==> src/rtl/evt_cmp_channel.sv <==
module evt_cmp_channel #(
  parameter int CW   = 64,
  parameter int CFGW = 8
) (
  input  logic            clk,
  input  logic            rst_n,
  input  logic [CW-1:0]   count_i,
  input  logic            glb_en_i,
  input  logic            cfg_we_i,
  input  logic [2:0]      cfg_wdata_i,
  input  logic            cmp_we_i,
  input  logic            cmp_hsel_i,
  input  logic [CW/2-1:0] cmp_wdata_i,
  output logic            fire_o,
  output logic [CW-1:0]   cmp_rd_o,
  output logic [CFGW-1:0] cfg_rd_o
);
  localparam int HW = CW / 2;
  localparam logic [CW-1:0] EPOCH = {{(HW-1){1'b0}}, 1'b1, {HW{1'b0}}};

  logic [2:0]    cfg_q;
  logic [CW-1:0] cmp_q, per_q, tgt_q, real_q;
  logic          armed_q, wrap_q, chase_q, arm_req_q, en_q;

  wire per_m = cfg_q[0];
  wire w32   = cfg_q[1];
  wire setv  = cfg_q[2];

  wire hit     = glb_en_i && armed_q && !chase_q && (count_i == tgt_q);
  wire hi_blk  = cmp_hsel_i && w32;
  wire cmp_acc = cmp_we_i && !cfg_we_i && !hi_blk;

  assign fire_o   = hit;
  assign cmp_rd_o = cmp_q;
  assign cfg_rd_o = {{(CFGW-5){1'b0}}, 2'b11, cfg_q};

  logic [CW-1:0] lo_ext, lo_fix, nwrap, arm_t, step, step_vis;
  logic          use_wrap;

  always_comb begin
    lo_ext   = {count_i[CW-1:HW], cmp_q[HW-1:0]};
    lo_fix   = (lo_ext < count_i) ? lo_ext + EPOCH : lo_ext;
    nwrap    = {count_i[CW-1:HW] + 1'b1, {HW{1'b0}}};
    arm_t    = w32 ? lo_fix : cmp_q;
    use_wrap = w32 && !per_m && (arm_t > nwrap);
    step     = tgt_q + per_q;
    step_vis = w32 ? {{HW{1'b0}}, step[HW-1:0]} : step;
  end

  function automatic logic [CW-1:0] merge_half(input logic [CW-1:0] old,
                                               input logic mode32,
                                               input logic upper,
                                               input logic [HW-1:0] d);
    if (mode32)     return {{HW{1'b0}}, d};
    else if (upper) return {d, old[HW-1:0]};
    else            return {old[CW-1:HW], d};
  endfunction

  always_ff @(posedge clk) begin
    if (!rst_n) begin
      cfg_q     <= '0;
      cmp_q     <= '1;
      per_q     <= '0;
      tgt_q     <= '0;
      real_q    <= '0;
      armed_q   <= 1'b0;
      wrap_q    <= 1'b0;
      chase_q   <= 1'b0;
      arm_req_q <= 1'b0;
      en_q      <= 1'b0;
    end else begin
      en_q      <= glb_en_i;
      arm_req_q <= 1'b0;

      if (!glb_en_i) begin
        armed_q <= 1'b0;
        chase_q <= 1'b0;
        wrap_q  <= 1'b0;
      end else if (arm_req_q) begin
        armed_q <= 1'b1;
        chase_q <= 1'b0;
        wrap_q  <= use_wrap;
        tgt_q   <= use_wrap ? nwrap : arm_t;
        real_q  <= arm_t;
      end else if (hit) begin
        if (per_m && per_q != '0) begin
          tgt_q   <= step;
          cmp_q   <= step_vis;
          chase_q <= 1'b1;
        end else if (wrap_q) begin
          wrap_q <= 1'b0;
          tgt_q  <= real_q;
        end else begin
          armed_q <= 1'b0;
        end
      end else if (chase_q) begin
        if (tgt_q <= count_i) begin
          tgt_q <= step;
          cmp_q <= step_vis;
        end else begin
          chase_q <= 1'b0;
        end
      end

      if (glb_en_i && !en_q) arm_req_q <= 1'b1;

      if (cfg_we_i) begin
        cfg_q <= cfg_wdata_i;
        if (cfg_wdata_i[1]) begin
          cmp_q <= {{HW{1'b0}}, cmp_q[HW-1:0]};
          per_q <= {{HW{1'b0}}, per_q[HW-1:0]};
        end
        if (glb_en_i) begin
          arm_req_q <= 1'b1;
          armed_q   <= 1'b0;
          chase_q   <= 1'b0;
        end
      end else if (cmp_acc) begin
        if (!per_m || setv) cmp_q <= merge_half(cmp_q, w32, cmp_hsel_i, cmp_wdata_i);
        if (per_m)          per_q <= merge_half(per_q, w32, cmp_hsel_i, cmp_wdata_i);
        cfg_q[2] <= 1'b0;
        if (glb_en_i) begin
          arm_req_q <= 1'b1;
          armed_q   <= 1'b0;
          chase_q   <= 1'b0;
        end
      end
    end
  end

  a_r2_single_pulse: assert property (@(posedge clk) disable iff (!rst_n)
    fire_o && !wrap_q |=> !fire_o);

  a_r6_setval_clears: assert property (@(posedge clk) disable iff (!rst_n)
    cmp_we_i && !cfg_we_i && !(cmp_hsel_i && cfg_rd_o[1]) |=> !cfg_rd_o[2]);

  a_r6_hidden_period: assert property (@(posedge clk) disable iff (!rst_n)
    cmp_we_i && !cfg_we_i && cfg_rd_o[0] && !cfg_rd_o[2] && !hit && !chase_q
    |=> $stable(cmp_rd_o));

  a_r9_upper_ignored: assert property (@(posedge clk) disable iff (!rst_n)
    cmp_we_i && cmp_hsel_i && cfg_rd_o[1] && !cfg_rd_o[0] && !cfg_we_i
    |=> $stable(cmp_rd_o));

  a_r9_truncate: assert property (@(posedge clk) disable iff (!rst_n)
    cfg_we_i && cfg_wdata_i[1] |=> cmp_rd_o[CW-1:HW] == '0);
endmodule

==> config.mk <==
export PLATFORM = sky130hd
export DESIGN_NAME = evt_cmp_channel
export DESIGN_NICKNAME = d
export VERILOG_FILES = /design/src/rtl/evt_cmp_channel.sv
export SDC_FILE = /design/constraint.sdc
export NUM_CORES = 1
export LEC_CHECK = 0
export ABC_AREA = 1
export BUFFER_PORTS_ARGS = -buffer_cell sky130_fd_sc_hd__clkbuf_2
export CAP_MARGIN = 20
export CORE_MARGIN = 2
export CORE_UTILIZATION = 41
export DETAILED_ROUTE_END_ITERATION = 10
export GPL_TIMING_DRIVEN = 0
export SETUP_SLACK_MARGIN = 0.3
export SYNTH_ARGS = -nofsm -noshare
export SYNTH_HDL_FRONTEND = slang
export SYNTH_SLANG_ARGS = --single-unit
==> constraint.sdc <==
create_clock -name clk -period 4.7 [get_ports clk]
set_input_delay 0.235 -clock clk [delete_from_list [all_inputs] [get_ports clk]]
set_output_delay 0.235 -clock clk [all_outputs]
set_load 0.01 [all_outputs]
-- Word-level counts from Yosys, hierarchy flattened
Index checks and enable logic that the tools add are counted.
- bits in registers: 264
- bits in latches: 0
- RAM bits: 0
- memory bits (read-only): 0
- bits of input ports: 105
- output and inout bits: 73
- word-level logic and storage cells: 110
- memories: 0
- $add $sub $neg: 3
- $mul: 0
- divide/modulo/power cells: 0
- order comparisons: 3
- equality and inequality tests: 8
- shifts and indexed selects: 0
- multiplexer cells: 52
- bitwise operators: 1
- reduce and logical (&&, ||, !) cells: 30
- operators with widths (kind ; number):
    64-bit 2-to-1 mux ; 26
    64-bit by 33-bit adder with 64-bit output, second input constant ; 1
    64-bit adder ; 1
    64-bit equality test ; 1
    64-bit greater-than comparator ; 1
    64-bit less-or-equal comparator ; 1
    64-bit < comparator ; 1
    64-bit nonzero test ; 1
    32-bit by 1-bit adder with 32-bit output, second input constant ; 1
    1-bit 2-to-1 mux ; 26
    4-bit AND reduction ; 3
    1-bit logical AND ; 10
    5-bit != test, second input constant ; 2
    3-bit nonzero test ; 3
    2-bit AND reduction ; 4
    2-bit nonzero test ; 3
    1-bit zero test ; 5
    2-bit by 1-bit != test with 1-bit output, second input constant ; 2
    2-bit != test, second input constant ; 2
    4-bit by 1-bit != test with 1-bit output, second input constant ; 1
    1-bit logical OR ; 1
    1-bit NOT ; 1

-- Longest topological paths before layout
- depth in word-level cells: 10
- gate-level depth with buffers: 32
- depth with buffers taken out: 30

-- Worst setup path before layout
Ideal clock, no wire load.
- path type: register -> register
- from: register cmp_q[25], in the netlist cmp_rd_o[25]
- to: register tgt_q[2]
- setup time: 0.112 ns
- data arrival time: 3.817 ns
- setup slack: 0.771 ns
- cell stages (with the launch flop): 29
- buffers on the path: 2
- period minus slack after synthesis: 3.929 ns
- cells stage by stage: dfxtp_1 ha_1 nand2_1 inv_1 o21ai_1 nand2_1 nand2_1 o211ai_1 nor2_1 nand2_2 clkbuf_1 a21oi_1 o21ai_1 nand2_1 inv_1 ha_1 nand2_1 nor2_1 nand2_1 nor2_1 nand2_1 nor2_1 nor2_1 nand2_1 nand2_2 clkbuf_1 o21ai_0 nor2_1 nor2_1
- word-level cells in the longest chain between the ends: 7
- ends and longest elaborated chain (element ; line ; text):
    start: declaration ; 22 ; logic [CW-1:0] cmp_q, per_q, tgt_q, real_q;
    start signal: assignment ; 88 ; cmp_q <= step_vis;
    start signal: assignment ; 99 ; cmp_q <= step_vis;
    start signal: assignment ; 110 ; cmp_q <= {{HW{1'b0}}, cmp_q[HW-1:0]};
    64-bit by 33-bit adder with 64-bit output or 64-bit < comparator (tied branches) ; 42 ; lo_fix = (lo_ext < count_i) ? lo_ext + EPOCH : lo_ext;
    64-bit 2-to-1 mux (*) ; 42 ;
    64-bit 2-to-1 mux (*) ; 44 ; arm_t = w32 ? lo_fix : cmp_q;
    net arm_t[63] ; 37 ; logic [CW-1:0] lo_ext, lo_fix, nwrap, arm_t, step, step_vis;
    64-bit greater-than comparator (*) ; 45 ; use_wrap = w32 && !per_m && (arm_t > nwrap);
    1-bit logical AND (*) ; 45 ;
    64-bit 2-to-1 mux (*) ; 83 ; tgt_q <= use_wrap ? nwrap : arm_t;
    64-bit 2-to-1 mux (*) ; 79 ; end else if (arm_req_q) begin
    end signal: assignment ; 83 ;
    end signal: assignment ; 87 ; tgt_q <= step;
    end signal: assignment ; 92 ; tgt_q <= real_q;
    end: declaration ; 22 ;
Mark *: on every way through the listed nets, which the timed path passes. The rest lies on a longest branch.
A chain may end at the register's enable or synchronous reset.

-- Worst setup path in the final report
- from: register cmp_q[31], in the netlist cmp_rd_o[31]
- to: register real_q[56]
- word-level cells in the longest chain between the ends: 3
- ends and longest elaborated chain (element ; line ; text):
    64-bit by 33-bit adder with 64-bit output or 64-bit < comparator (tied branches) ; 42 ;
    64-bit 2-to-1 mux (*) ; 42 ;
    64-bit 2-to-1 mux (*) ; 44 ;
    end signal: assignment ; 84 ; real_q <= arm_t;
    end: declaration ; 22 ;
Every way passes the cells marked *; elsewhere a longest branch is shown, timed or not.

==> metrics.cfg <==
[status]
status=completed

[die]
rows=92
die_h_um=255
dieArea_um2=65200
die_w_um=255
core_area_um2=62700
io_pins=178
start_util_pct=41.3

[global_routing]
grt_pass1_wl_mm=198
grt_usage_pct=41.3
grt_max_degree=12
first_global_vias=28900
antenna_found_initial=4
overflow=0

[clocking]
clk_latency_ps=600
cts_tree=yes
clock-sinks=264
clkTransAtPathRegs_ps=70
root_buffer=clkbuf_16
numCtsBuffers=37
clockBufferDepth=3
htreeDepth=2

[critical_path]
r2r_end=real_q[56]$_SDFFE_PN0P_
reg2reg_from=cmp_rd_o[31]$_SDFFE_PN1P_
critPathLaunchType=register
crit_end=real_q[56]$_SDFFE_PN0P_
cp-startpoint=cmp_rd_o[31]$_SDFFE_PN1P_
critPathMaxStageDelay_ps=460
cp_common_cell=buf_4
path_max_fanout=5
worstSetupPathType=reg2reg
critPathSlowestCell=nor4_4
rrSetupSlack_ps=250
reg2reg_depth=30
crit_path_end_kind=register
cp.required_ps=5210
crit_arrival_ps=4960

[synthesis]
syn-instance-count=4579
ys.flop_type=dfxtp_1
synth_top_area_share_pct=20.4
yosysWarningCount=0
syn-cell-area_um2=25900
ys_seq_area_share_pct=20.4
ys_top_cells_by_area=dfxtp_1 20%, nand2_1 19%, inv_1 10%
ys_ff_latch=264
synth_edf_count=0
yosysTopAreaCell=dfxtp_1
synth_cell_type_count=43
async_reset_ff_share_pct=0
syn_avg_cell_area_um2=5.66

[timing]
whs_ps=28.5
max_freq_mhz=225
fin_crit_sh_pct=94.7
skew_ps=31.9
slew_headroom_pct=16.0
tightest_slew_ps=1250
tns_ps=0
hold_violations=0
fin_crit_ps=4450
final-setup-viol-count=0
slew_viol_final=0
rsz0062_at_grt=true

[placement]
place_inst=5599
routabilityCongestion=1.07
dpl_cell_area_um2=27800
post-dp-hpwl_mm=113
portBuffers=170

[final_layout]
drive_above_1_share_pct=14.1
area_growth_pct=20.8
final_cell_count_no_fill=5804
nNetsFinal=5223
final_area_um2=31300
fill_cells=6820

[power]
peakVddDrop_v=0.000264
p_per_area_nw_per_um2=261
power_mw=8.15
p_leak_nw=16.5

[route]
first_iter_violations=3970
wl_per_cell_um=24.2
ant_nets=0
drc=0
viasPerCell=5.54
drt_first_pass_iters=7
vias=32100
routed_wl_mm=140

[hold_path]
worstHoldPathType=in2reg

[flow_run]
drv_cap=0

==> per-layer routing <==
layer  GRT usage (%)  share of wire [%]  vias to the layer above
met4            20.8                6.0                        4
li1                -                  -                    15200
met1            58.0                 42                    14700
met3            9.03                 12                      361
met5            1.02              0.073                        -
met2            58.9                 40                     1854
==> registers in the layout (all words and copies together) (netlist names) <==
signal and cells:
per_q 64, en_q 1, wrap_q 1, arm_req_q 1
cfg_q 3, chase_q 1, cmp_rd_o 64, armed_q 1
real_q 64, tgt_q 64
==> synthesized netlist by cell type (all sizes together) (40+ instances only) <==
master / instances
a21oi: 493
buf: 95
clkbuf: 138
dfxtp: 264
ha: 191
inv: 733
nand2: 1349
nand3: 298
nand4: 76
nor2: 484
nor3: 44
o21ai: 292
xor2: 40
==> worst min path at each step <==
stage               depth (start not counted)                endpoint            start
CTS                                         5  per_q[27]$_SDFFE_PN0P_  cmp_wdata_i[27]
floorplan                                   2         en_q$_SDFF_PN0_         glb_en_i
global placement                            1    arm_req_q$_SDFF_PN0_  en_q$_SDFF_PN0_
detailed placement                          1    arm_req_q$_SDFF_PN0_  en_q$_SDFF_PN0_
finish                                      5  per_q[26]$_SDFFE_PN0P_  cmp_wdata_i[26]
global route                                5  per_q[27]$_SDFFE_PN0P_  cmp_wdata_i[27]
==> area by class of cell <==
type	instances	area, µm²	area share (%)
Multi-Input combinational cell	3352	17500	56.0
Tap cell	846	1060	3.38
Clock inverter	12	139	0.444
Clock buffer	54	1110	3.55
Sequential cell	264	5320	17.0
Timing Repair Buffer	303	2040	6.53
Buffer	233	1320	4.23
Inverter	735	2770	8.86
Antenna cell	5	12.5	0.0400
==> cells by family after synthesis <==
group                    synth area share [%]
AO/OA/AOI/OAI                            16.3
XOR/XNOR                                 1.89
adder cells (fa/ha/maj)                  9.31
buffers and inverters                    15.1
flip-flops                               20.4
other                                  0.0290
AND/OR/NAND/NOR                          36.9
==> repair_timing <==
item                                    CTS  global route
pin swaps                                58            69
hold endpoints to repair                  4             0
hold buffers                              4             0
endpoints found under the setup margin   77            68
cloned                                    8             0
resized for setup                       170            97
buffers inserted                         87            34
==> where the power goes <==
part,internal (mW),leakage (nW),switching (mW)
logic,0.953,13.7,1.62
clock network,1.75,0.623,1.26
registers,2.37,2.16,0.199
==> worst max-delay path: cells and delay by family, from the launching register on <==
family | cells | cell delay [ps]
AO/OA/AOI/OAI | 3 | 290
AND/OR/NAND/NOR | 7 | 1050
flip-flops | 1 | 380
adder cells (fa/ha/maj) | 1 | 280
buffers and inverters | 19 | 2330
==> cell usage in the layout (no fill, tap or decap), types with 8 or more instances in the layout <==
cell,netlist,final
nand4_1,75,75
dfxtp_2,0,9
nor3_1,30,28
nand3_1,254,242
o21ai_0,253,244
buf_4,39,146
nand2_2,5,34
o21a_1,10,10
clkbuf_2,0,172
ha_1,191,172
nand3_2,42,53
buf_1,12,10
nor2_1,478,467
o21bai_1,9,9
clkbuf_1,138,131
clkbuf_16,0,41
o21ai_1,39,34
o21ai_2,0,13
xnor2_1,16,16
a21oi_2,0,22
clkinv_2,0,8
xor2_1,40,39
nor2_4,5,11
buf_2,32,34
ha_4,0,19
dfxtp_1,264,250
inv_1,717,705
inv_2,16,27
a21oi_1,493,467
o22ai_1,10,10
clkbuf_8,0,13
nand2_1,1344,1307
buf_6,12,22
nor3_2,14,14
==> stage by stage <==
stage	utilization (%)	setup WS, ps
final	49.9	247
after global routing	49.8	207
after CTS	48.8	299
after detailed placement	44.4	-3020
after global placement	44.3	-2930
after floorplan	-	771
(Power assumes the default switching activity.)
